`config.mk`:
```
export PLATFORM = sky130hd
export DESIGN_NAME = owb_arbiter
export DESIGN_NICKNAME = d
export VERILOG_FILES = /design/src/rtl/owb_pkg.sv /design/src/rtl/owb_post_fifo.sv /design/src/rtl/owb_core_if.sv /design/src/rtl/owb_arbiter.sv
export SDC_FILE = /design/constraint.sdc
export NUM_CORES = 1
export LEC_CHECK = 0
export ABC_AREA = 1
export CORE_MARGIN = 5
export CORE_UTILIZATION = 52
export CTS_CLUSTER_DIAMETER = 60
export CTS_CLUSTER_SIZE = 28
export DETAILED_ROUTE_END_ITERATION = 10
export PLACE_DENSITY = 0.75
export SLEW_MARGIN = 20
export SYNTH_ARGS = -nofsm -noshare
export SYNTH_HDL_FRONTEND = slang
export SYNTH_HIERARCHICAL = 1
export SYNTH_SLANG_ARGS = --single-unit
```
`constraint.sdc`:
```
create_clock -name clk -period 2.45 [get_ports clk]
set_clock_uncertainty 0.2 [all_clocks]
set_input_delay 0.3675 -clock clk [delete_from_list [all_inputs] [get_ports clk]]
set_output_delay 0.3675 -clock clk [all_outputs]
set_load 0.005 [all_outputs]
```
`src/rtl/owb_pkg.sv`:
```
package owb_pkg;
  typedef enum logic [1:0] {E_IDLE, E_REQ, E_WAIT} eng_e;
  typedef enum logic [1:0] {SRC_NONE, SRC_OP, SRC_BUF} src_e;
  typedef enum logic [2:0] {K_MRD, K_IORD, K_IOWR, K_LRD, K_LWR} op_kind_e;
endpackage

```
`src/rtl/owb_post_fifo.sv`:
```
module owb_post_fifo #(
  parameter int DEPTH = 4,
  parameter int AW    = 16,
  parameter int DW    = 16
) (
  input  logic          clk,
  input  logic          rst,
  input  logic          push_i,
  input  logic [AW-1:0] push_addr_i,
  input  logic [DW-1:0] push_data_i,
  input  logic          push_io_i,
  input  logic          pop_i,
  output logic [AW-1:0] head_addr_o,
  output logic [DW-1:0] head_data_o,
  output logic          head_io_o,
  output logic          full_o,
  output logic          empty_o,
  input  logic [AW-1:0] match_addr_i,
  output logic          hit_o
);
  localparam int PW = (DEPTH > 1) ? $clog2(DEPTH) : 1;
  localparam logic [PW:0] FULL_CNT = (PW+1)'(DEPTH);
  localparam logic [PW-1:0] LAST = PW'(DEPTH - 1);

  logic [DW-1:0] mem [DEPTH];
  logic [AW-1:0] tag [DEPTH];
  logic [DEPTH-1:0] vld, isio, hitv;
  logic [PW-1:0] wr_ptr, rd_ptr;
  logic [PW:0]   cnt;

  // data storage: plain write port, no reset, RAM-inferable
  always_ff @(posedge clk) begin
    if (push_i) begin
      mem[wr_ptr] <= push_data_i;
      tag[wr_ptr] <= push_addr_i;
    end
  end

  always_ff @(posedge clk) begin
    if (rst) begin
      wr_ptr <= '0;
      rd_ptr <= '0;
      cnt    <= '0;
      vld    <= '0;
      isio   <= '0;
    end else begin
      if (push_i) begin
        vld[wr_ptr]  <= 1'b1;
        isio[wr_ptr] <= push_io_i;
        wr_ptr       <= (wr_ptr == LAST) ? '0 : wr_ptr + 1'b1;
      end
      if (pop_i) begin
        vld[rd_ptr] <= 1'b0;
        rd_ptr      <= (rd_ptr == LAST) ? '0 : rd_ptr + 1'b1;
      end
      cnt <= cnt + (PW+1)'(push_i) - (PW+1)'(pop_i);
    end
  end

  // address match against every live memory entry
  for (genvar g = 0; g < DEPTH; g++) begin : g_cmp
    assign hitv[g] = vld[g] && !isio[g] && (tag[g] == match_addr_i);
  end

  assign hit_o       = |hitv;
  assign head_addr_o = tag[rd_ptr];
  assign head_data_o = mem[rd_ptr];
  assign head_io_o   = isio[rd_ptr];
  assign full_o      = (cnt == FULL_CNT);
  assign empty_o     = (cnt == '0);

  a_r1_no_overflow: assert property (@(posedge clk) disable iff (rst)
    push_i |-> !full_o);
  a_r2_no_underflow: assert property (@(posedge clk) disable iff (rst)
    pop_i |-> !empty_o);
endmodule

```
`src/rtl/owb_core_if.sv`:
```
module owb_core_if
  import owb_pkg::*;
#(
  parameter int AW = 16,
  parameter int DW = 16
) (
  input  logic          clk,
  input  logic          rst,
  input  logic          req_valid,
  input  logic          req_write,
  input  logic          req_io,
  input  logic          req_str,
  input  logic          req_lock,
  input  logic          req_nc,
  input  logic [AW-1:0] req_addr,
  input  logic [DW-1:0] req_wdata,
  input  logic          buf_full_i,
  input  logic          op_done_i,
  input  logic [DW-1:0] bus_rdata_i,
  output logic          stall_o,
  output logic          push_o,
  output logic          op_busy_o,
  output op_kind_e      op_kind_o,
  output logic [AW-1:0] op_addr_o,
  output logic [DW-1:0] op_wdata_o,
  output logic          op_nc_o,
  output logic          rsp_valid_o,
  output logic [DW-1:0] rsp_rdata_o
);
  logic posted, capture, op_fin;
  op_kind_e kind_nx;

  assign posted  = req_write && !req_lock && (!req_io || req_str);
  assign capture = req_valid && !posted && !op_busy_o && !op_fin;
  assign push_o  = req_valid && posted && !buf_full_i;
  assign stall_o = req_valid && (posted ? buf_full_i : !op_fin);
  assign rsp_valid_o = op_fin;

  always_comb begin
    if (req_lock)    kind_nx = req_write ? K_LWR : K_LRD;
    else if (req_io) kind_nx = req_write ? K_IOWR : K_IORD;
    else             kind_nx = K_MRD;
  end

  always_ff @(posedge clk) begin
    if (rst) begin
      op_busy_o   <= 1'b0;
      op_fin      <= 1'b0;
      op_kind_o   <= K_MRD;
      op_addr_o   <= '0;
      op_wdata_o  <= '0;
      op_nc_o     <= 1'b0;
      rsp_rdata_o <= '0;
    end else begin
      op_fin <= op_done_i;
      if (op_done_i) begin
        op_busy_o   <= 1'b0;
        rsp_rdata_o <= bus_rdata_i;
      end else if (capture) begin
        op_busy_o  <= 1'b1;
        op_kind_o  <= kind_nx;
        op_addr_o  <= req_addr;
        op_wdata_o <= req_wdata;
        op_nc_o    <= req_nc || (req_lock && !req_write);
      end
    end
  end

  a_r4_single_io_write_unbuffered: assert property (@(posedge clk) disable iff (rst)
    (req_valid && req_write && req_io && !req_str) |-> !push_o);
endmodule

```
`src/rtl/owb_arbiter.sv`:
```
module owb_arbiter
  import owb_pkg::*;
#(
  parameter int DEPTH = 4,
  parameter int AW    = 16,
  parameter int DW    = 16
) (
  input  logic          clk,
  input  logic          rst,
  input  logic          req_valid,
  input  logic          req_write,
  input  logic          req_io,
  input  logic          req_str,
  input  logic          req_lock,
  input  logic          req_nc,
  input  logic [AW-1:0] req_addr,
  input  logic [DW-1:0] req_wdata,
  output logic          core_stall,
  output logic          rsp_valid,
  output logic [DW-1:0] rsp_rdata,
  output logic          bus_valid,
  input  logic          bus_ready,
  output logic          bus_write,
  output logic          bus_io,
  output logic          bus_nocache,
  output logic          bus_lock,
  output logic [AW-1:0] bus_addr,
  output logic [DW-1:0] bus_wdata,
  input  logic          bus_done,
  input  logic [DW-1:0] bus_rdata
);
  logic push, pop, full, empty, hit, op_busy, op_done, op_nc, op_go, hd_io, lwr_q;
  logic [AW-1:0] op_addr, hd_addr;
  logic [DW-1:0] op_wdata, hd_data;
  op_kind_e op_kind;
  eng_e     state;
  src_e     src_q;

  owb_post_fifo #(.DEPTH(DEPTH), .AW(AW), .DW(DW)) u_fifo (
    .clk(clk), .rst(rst), .push_i(push), .push_addr_i(req_addr),
    .push_data_i(req_wdata), .push_io_i(req_io), .pop_i(pop),
    .head_addr_o(hd_addr), .head_data_o(hd_data), .head_io_o(hd_io),
    .full_o(full), .empty_o(empty), .match_addr_i(op_addr), .hit_o(hit));

  owb_core_if #(.AW(AW), .DW(DW)) u_core (
    .clk(clk), .rst(rst), .req_valid(req_valid), .req_write(req_write),
    .req_io(req_io), .req_str(req_str), .req_lock(req_lock), .req_nc(req_nc),
    .req_addr(req_addr), .req_wdata(req_wdata), .buf_full_i(full),
    .op_done_i(op_done), .bus_rdata_i(bus_rdata), .stall_o(core_stall),
    .push_o(push), .op_busy_o(op_busy), .op_kind_o(op_kind),
    .op_addr_o(op_addr), .op_wdata_o(op_wdata), .op_nc_o(op_nc),
    .rsp_valid_o(rsp_valid), .rsp_rdata_o(rsp_rdata));

  // ordering gate for the pending non-buffered operation
  always_comb begin
    unique case (op_kind)
      K_MRD:   op_go = !hit;
      K_LWR:   op_go = 1'b1;
      default: op_go = empty;
    endcase
  end

  assign pop     = (state == E_WAIT) && bus_done && (src_q == SRC_BUF);
  assign op_done = (state == E_WAIT) && bus_done && (src_q == SRC_OP);

  always_ff @(posedge clk) begin
    if (rst) begin
      state       <= E_IDLE;
      src_q       <= SRC_NONE;
      bus_valid   <= 1'b0;
      bus_write   <= 1'b0;
      bus_io      <= 1'b0;
      bus_nocache <= 1'b0;
      bus_lock    <= 1'b0;
      bus_addr    <= '0;
      bus_wdata   <= '0;
      lwr_q       <= 1'b0;
    end else begin
      unique case (state)
        E_IDLE: begin
          if (op_busy && op_go) begin
            state       <= E_REQ;
            src_q       <= SRC_OP;
            bus_valid   <= 1'b1;
            bus_write   <= (op_kind == K_IOWR) || (op_kind == K_LWR);
            bus_io      <= (op_kind == K_IOWR) || (op_kind == K_IORD);
            bus_nocache <= op_nc;
            bus_addr    <= op_addr;
            bus_wdata   <= op_wdata;
            lwr_q       <= (op_kind == K_LWR);
            if (op_kind == K_LRD) bus_lock <= 1'b1;
          end else if (!bus_lock && !empty) begin
            state       <= E_REQ;
            src_q       <= SRC_BUF;
            bus_valid   <= 1'b1;
            bus_write   <= 1'b1;
            bus_io      <= hd_io;
            bus_nocache <= 1'b0;
            bus_addr    <= hd_addr;
            bus_wdata   <= hd_data;
            lwr_q       <= 1'b0;
          end
        end
        E_REQ: begin
          if (bus_ready) begin
            bus_valid <= 1'b0;
            state     <= E_WAIT;
          end
        end
        E_WAIT: begin
          if (bus_done) begin
            state <= E_IDLE;
            src_q <= SRC_NONE;
            if (src_q == SRC_OP && lwr_q) bus_lock <= 1'b0;
          end
        end
        default: state <= E_IDLE;
      endcase
    end
  end

  a_r3_io_read_after_drain: assert property (@(posedge clk) disable iff (rst)
    (bus_valid && bus_io && !bus_write) |-> empty);
  a_r7_lock_on_empty: assert property (@(posedge clk) disable iff (rst)
    $rose(bus_lock) |-> empty);
  a_r8_lock_drops_on_done: assert property (@(posedge clk) disable iff (rst)
    $fell(bus_lock) |-> $past(bus_done));
  a_r10_hold_until_ready: assert property (@(posedge clk) disable iff (rst)
    (bus_valid && !bus_ready) |=> (bus_valid && $stable(bus_addr)));
endmodule

```
# ---- After elaboration in Yosys (flattened, before gate mapping)
# Memories as Yosys holds them, arrays and structs flattened. A register that Yosys moved wholly into a read port is not among the register bits.
# Cells that the tools add are included.
dict set report classes {
  add_sub_neg 4
  multipliers 0
  div 0
  order_cmp 4
  eq_ne 21
  shifts 0
  muxes 51
  n_bitwise 4
  n_reduce_logical 57
}
# cell count
set op_table {}
lappend op_table {{$eq A16 B16 Y1} 4}
lappend op_table {{$mux W16} 4}
lappend op_table {{$mux W2} 13}
lappend op_table {{$logic_and A1 B1 Y1} 25}
lappend op_table {{$mux W1} 19}
lappend op_table {{$logic_not A1 Y1} 14}
lappend op_table {{$mux W4} 3}
lappend op_table {{$mux W3} 3}
lappend op_table {{$reduce_and A3 Y1} 3}
lappend op_table {{$eq A2 B2 Y1 const B} 4}
lappend op_table {{$ne A2 B2 Y1 const B} 4}
lappend op_table {{$eq A3 B2 Y1 const B} 2}
lappend op_table {{$eq A3 B3 Y1 const B} 2}
lappend op_table {{$logic_not A3 Y1} 2}
lappend op_table {{$lt A2 B3 Y1 const B} 2}
lappend op_table {{$pmux W1 S2} 3}
lappend op_table {{$pmux W2 S3} 1}
lappend op_table {{$reduce_bool A2 Y1} 3}
lappend op_table {{$reduce_and A5 Y1} 1}
lappend op_table {{$add A2 B1 Y2 const B} 2}
lappend op_table {{$and A4 B4 Y4} 1}
lappend op_table {{$bwmux W4} 1}
lappend op_table {{$demux W1 S2} 2}
lappend op_table {{$eq A2 B1 Y1 const B} 2}
lappend op_table {{16 further kinds} 21}
dict set report word_totals {
  ff_bits 111
  latch_bits 0
  ramBits 128
  mem_bits_ro 0
  out_inout_bits 55
  n_memories 2
}
# name depth width read_ports rd_ports_with_merged_regs write_ports line
set memory_table {}
lappend memory_table {u_fifo.mem 4 16 1 1 1 owb_post_fifo.sv:25} ;# logic [DW-1:0] mem [DEPTH];
lappend memory_table {u_fifo.tag 4 16 5 1 1 owb_post_fifo.sv:26} ;# logic [AW-1:0] tag [DEPTH];

# ---- Depth between registers and ports, before layout
dict set report depth {
  ltp_word 9
  depth_mapped 17
}

# ---- Hierarchy
# Netlist, hierarchy kept.
# mod n_inst cells_per_inst area_per_inst_um2 seq_area_each_um2
set modules_own_cells {}
lappend modules_own_cells {owb_post_fifo 1 675 6608.8 4184.0}
lappend modules_own_cells {owb_core_if 1 323 2245.9 1081.0}
lappend modules_own_cells {owb_arbiter 1 327 2147.1 840.8}

# ---- Worst setup path before layout
# Ideal clock, no wire load.
dict set report synth_timing {
  kind {input to register}
  from {in req_write}
  to {mem u_fifo.mem[3][0] (enable)}
  arrival_time_ps 1937
  t_required_ps 1863
  path_slack_ps -75
  path_stages 6
  path_buffers 0
  cell_sequence {inv_1 > nor2_1 > nand2_2 > nor3b_1 > nand2_1 > inv_1}
}
dict set report synth_between {
  elab_chain_len 6
}
# element line
set synth_lines {}
lappend synth_lines {{start: declaration} owb_arbiter.sv:11} ;# input logic req_write,
lappend synth_lines {{$logic_and A1 B1 Y1 (2 in a row)} owb_core_if.sv:33} ;# assign posted = req_write && !req_lock && (!req_io || req_str);
lappend synth_lines {{$logic_and A1 B1 Y1 (2 in a row)} owb_core_if.sv:35} ;# assign push_o = req_valid && posted && !buf_full_i;
lappend synth_lines {{net push} owb_arbiter.sv:32} ;# logic push, pop, full, empty, hit, op_busy, op_done, op_nc, op_go, hd_io, lwr_q;
lappend synth_lines {{$mux W1} owb_post_fifo.sv:33} ;# if (push_i) begin
lappend synth_lines {{$mux W1 (implied by the code)} owb_post_fifo.sv:34} ;# mem[wr_ptr] <= push_data_i;
lappend synth_lines {{end: declaration} owb_post_fifo.sv:25}
# The timed path passes the listed nets, and every way through them passes these cells.

==> results.json <==
{
  "numPortBuffers": 112,
  "die_h_um": 155,
  "grt_max_degree": 54,
  "ios": 113,
  "grt_pass1_wl_um": 46000,
  "holdWs_ns": 0.178,
  "synth-simple-area-share_pct": 24.8,
  "vdd_ir_drop_max_mv": 0.603,
  "viasPerCell": 5.35,
  "synth_fa_ha_area_share_pct": 1.32,
  "power_density_nw_per_um2": 714,
  "area_growth_pct": 26.4,
  "drtIter0Drc": 896,
  "syn_nets": 1394,
  "setup_viol": 0,
  "synth.area.top_cells": "edfxtp_1 35%, dfxtp_1 21%, nand2_1 12%",
  "synth.avg_cell_area_um2": 8.30,
  "end_kind": "flip-flop",
  "clk_pin_slew_ns": 0.09,
  "synthArstFlopShare_pct": 0,
  "cp.arrival_ns": 2.60,
  "clk_latency_ns": 0.53,
  "cts_tree": "yes",
  "period_minus_slack_ns": 2.39,
  "synth_ff_type": "edfxtp_1",
  "fmax_mhz": 419,
  "initial_core_util_pct": 52.5,
  "synth_edf_count": 128,
  "p_leak_nw": 5.97,
  "synth_top_family_by_area": "simple AND/OR/NAND/NOR gates",
  "slew_violations": 0,
  "cts.sinks": 241,
  "slew_headroom_pct": 74.9,
  "drive_above_1_share_pct": 12.5,
  "crit_type": "flip-flop to flip-flop",
  "synth_compound_area_share_pct": 9.22,
  "die-area_um2": 24200,
  "grtUsageTotal_pct": 23.5,
  "num_vias": 9416,
  "synth_area_leader_cell": "edfxtp_1",
  "synth_cells": 1325,
  "drt_wl_total_um": 30700,
  "antenna_left": 0,
  "antenna_found_initial": 0,
  "worstMarginPinSlew_ns": 0.374,
  "wl_met2_um": 14900,
  "yosys.area_share.xor_xnor_pct": 1.03,
  "cts_max_path_buffers": 3,
  "place_congestion": 0.934,
  "grt_pass1_vias": 8929,
  "maxCapViolations": 0,
  "final-hold-violation-count": 0,
  "design_area_um2": 13900,
  "rsz0062_at_grt": "yes",
  "met1_length_um": 12600,
  "synth_seq_area_share_pct": 55.5,
  "critPathMaxFanout": 6,
  "yosysUniqueCellTypes": 35,
  "status": "finished, final reports clean",
  "dp_hpwl_um": 19300,
  "dr_wl_met3_um": 2360,
  "multi_input_area_um2": 4090,
  "drc": 0,
  "gr-total-overflow": 0,
  "synth_warnings": 6,
  "fp.dieW_um": 155,
  "worstHoldPathType": "input pin to flip-flop",
  "start_kind": "flip-flop",
  "seq_area_um2": 6130,
  "cts_made_buffers": 20,
  "core_um2": 21000,
  "diodes": 0,
  "placed_area_um2": 12800,
  "synth_area_um2": 11000,
  "htree_levels": 1,
  "n_fill_cell": 1703,
  "clockRootBuffer": "clkbuf_16",
  "worstPathRequired_ns": 2.66,
  "yosys_register_bits": 241,
  "rows": 53,
  "post-route-period-util_pct": 97.5,
  "wl_per_cell_um": 17.5,
  "final.setup.tns_ns": 0,
  "synth_mux_area_share_pct": 0,
  "drtPass1Iterations": 5,
  "nets": 1539,
  "top_layer": "met4",
  "yosysTopAreaCellShare_pct": 34.9
}
-- Yosys cell counts (all sizes together) (4+ instances only) --
cell type  instances
inv              141
o21ai            120
dfxtp            113
clkbuf            17
o22ai             21
nand3             60
nor2             244
a21oi             43
o211ai             4
xor2              11
nand4              5
ha                10
nor3               8
buf               38
nand2            352
edfxtp           128
-- metrics by stage --
step	util (%)	instances	power [mW]	setup slack [ns]
after floorplan	-	1325	5.38	0.165
after global placement	61.0	1711	6.01	-0.0526
after detailed placement	61.0	1711	6.04	-0.0877
after CTS	64.7	1747	9.76	0.00424
after global routing	66.4	1759	10.3	-0.0416
final	66.4	1759	9.93	0.0610
-- layout make-up --
class / instances / area share (%)
flip-flops and latches: 241 / 44.1
multi-input cells: 886 / 29.4
repair buffers: 178 / 14.3
inverters: 143 / 4.06
clock buffers: 21 / 3.78
well taps: 275 / 2.47
clock inverters: 15 / 1.88
-- where the power goes --
part	leakage (nW)	total [mW]	switching [mW]	internal [mW]
clock	0.379	3.72	1.91	1.81
combinational	3.51	1.59	0.860	0.728
sequential	2.09	4.62	0.158	4.46
total	5.97	9.93	2.93	7.00
-- per-layer routing --
metal,GRT usage [%],up-vias
met5,0,-
met4,7.21,0
met1,30.8,4387
li1,-,4558
met3,3.50,73
met2,40.2,398
-- layout by cell type, fill, tap and decap left out, drive strengths merged, types with 10 or more instances in the layout --
cell           instances
nor2                 244
xor2                  11
clkbuf                27
ha                    10
o22ai                 21
nand2                352
clkdlybuf4s50        111
o21ai                120
a21oi                 43
dfxtp                113
nand3                 60
buf                   60
edfxtp               128
inv                  151
-- state kept, by name (all words and copies together), names as in the netlist, 3 cells and up, named ones only --
| register | cells |
|---|---|
| u_core/op_addr_o | 16 |
| bus_wdata | 16 |
| u_fifo/mem | 64 |
| bus_addr | 16 |
| u_core/op_kind_o | 3 |
| u_fifo/vld | 4 |
| u_fifo/tag | 64 |
| u_core/rsp_rdata_o | 16 |
| u_fifo/isio | 4 |
| u_fifo/cnt | 3 |
| u_core/op_wdata_o | 16 |
-- timing repair --
| action | 4_1_cts | 5_1_grt |
|---|---|---|
| setup buffers | 0 | 4 |
| gates cloned | 0 | 8 |
| hold buffers | 0 | 0 |
| endpoints found under the setup margin | 7 | 40 |
| pin swaps | 0 | 13 |
| resized for setup | 2 | 57 |
-- critical path, stage by stage (launching register included) --
cell and delay (ns):
edfxtp_1 0.43, xor2_1 0.20, nor3_1 0.32, nand3_1 0.11, nand2_1 0.07, inv_1 0.04
nand2_2 0.10, nand3_4 0.11, nand4_4 0.16, nand2_8 0.13, clkbuf_16 0.21, o21ai_0 0.14
nor2_1 0.05
-- path summary, 6_finish.rpt --
check,from,endpoint,slack (ns),depth (start not counted)
setup / recovery,u_fifo/tag[3][10],bus_addr[8],0.06,12
hold / removal,bus_rdata[12],u_core/rsp_rdata_o[12],0.18,3
setup reg to reg,u_fifo/tag[3][10],bus_addr[8],0.06,12
hold reg to reg,u_fifo/vld[3],u_fifo/vld[3],0.26,2
-- cell families (layout without fill, tap and decap cells) --
| group | count (synthesis) | in the layout |
|---|---|---|
| adders and majority gates | 11 | 11 |
| xor gates and xnor gates | 13 | 13 |
| DFF | 241 | 241 |
| buffers and inverters | 198 | 357 |
| AOI/OAI and AO/OA | 192 | 192 |
| and+or+nand+nor | 670 | 670 |
Note: power is estimated with default switching activity, not from simulation.
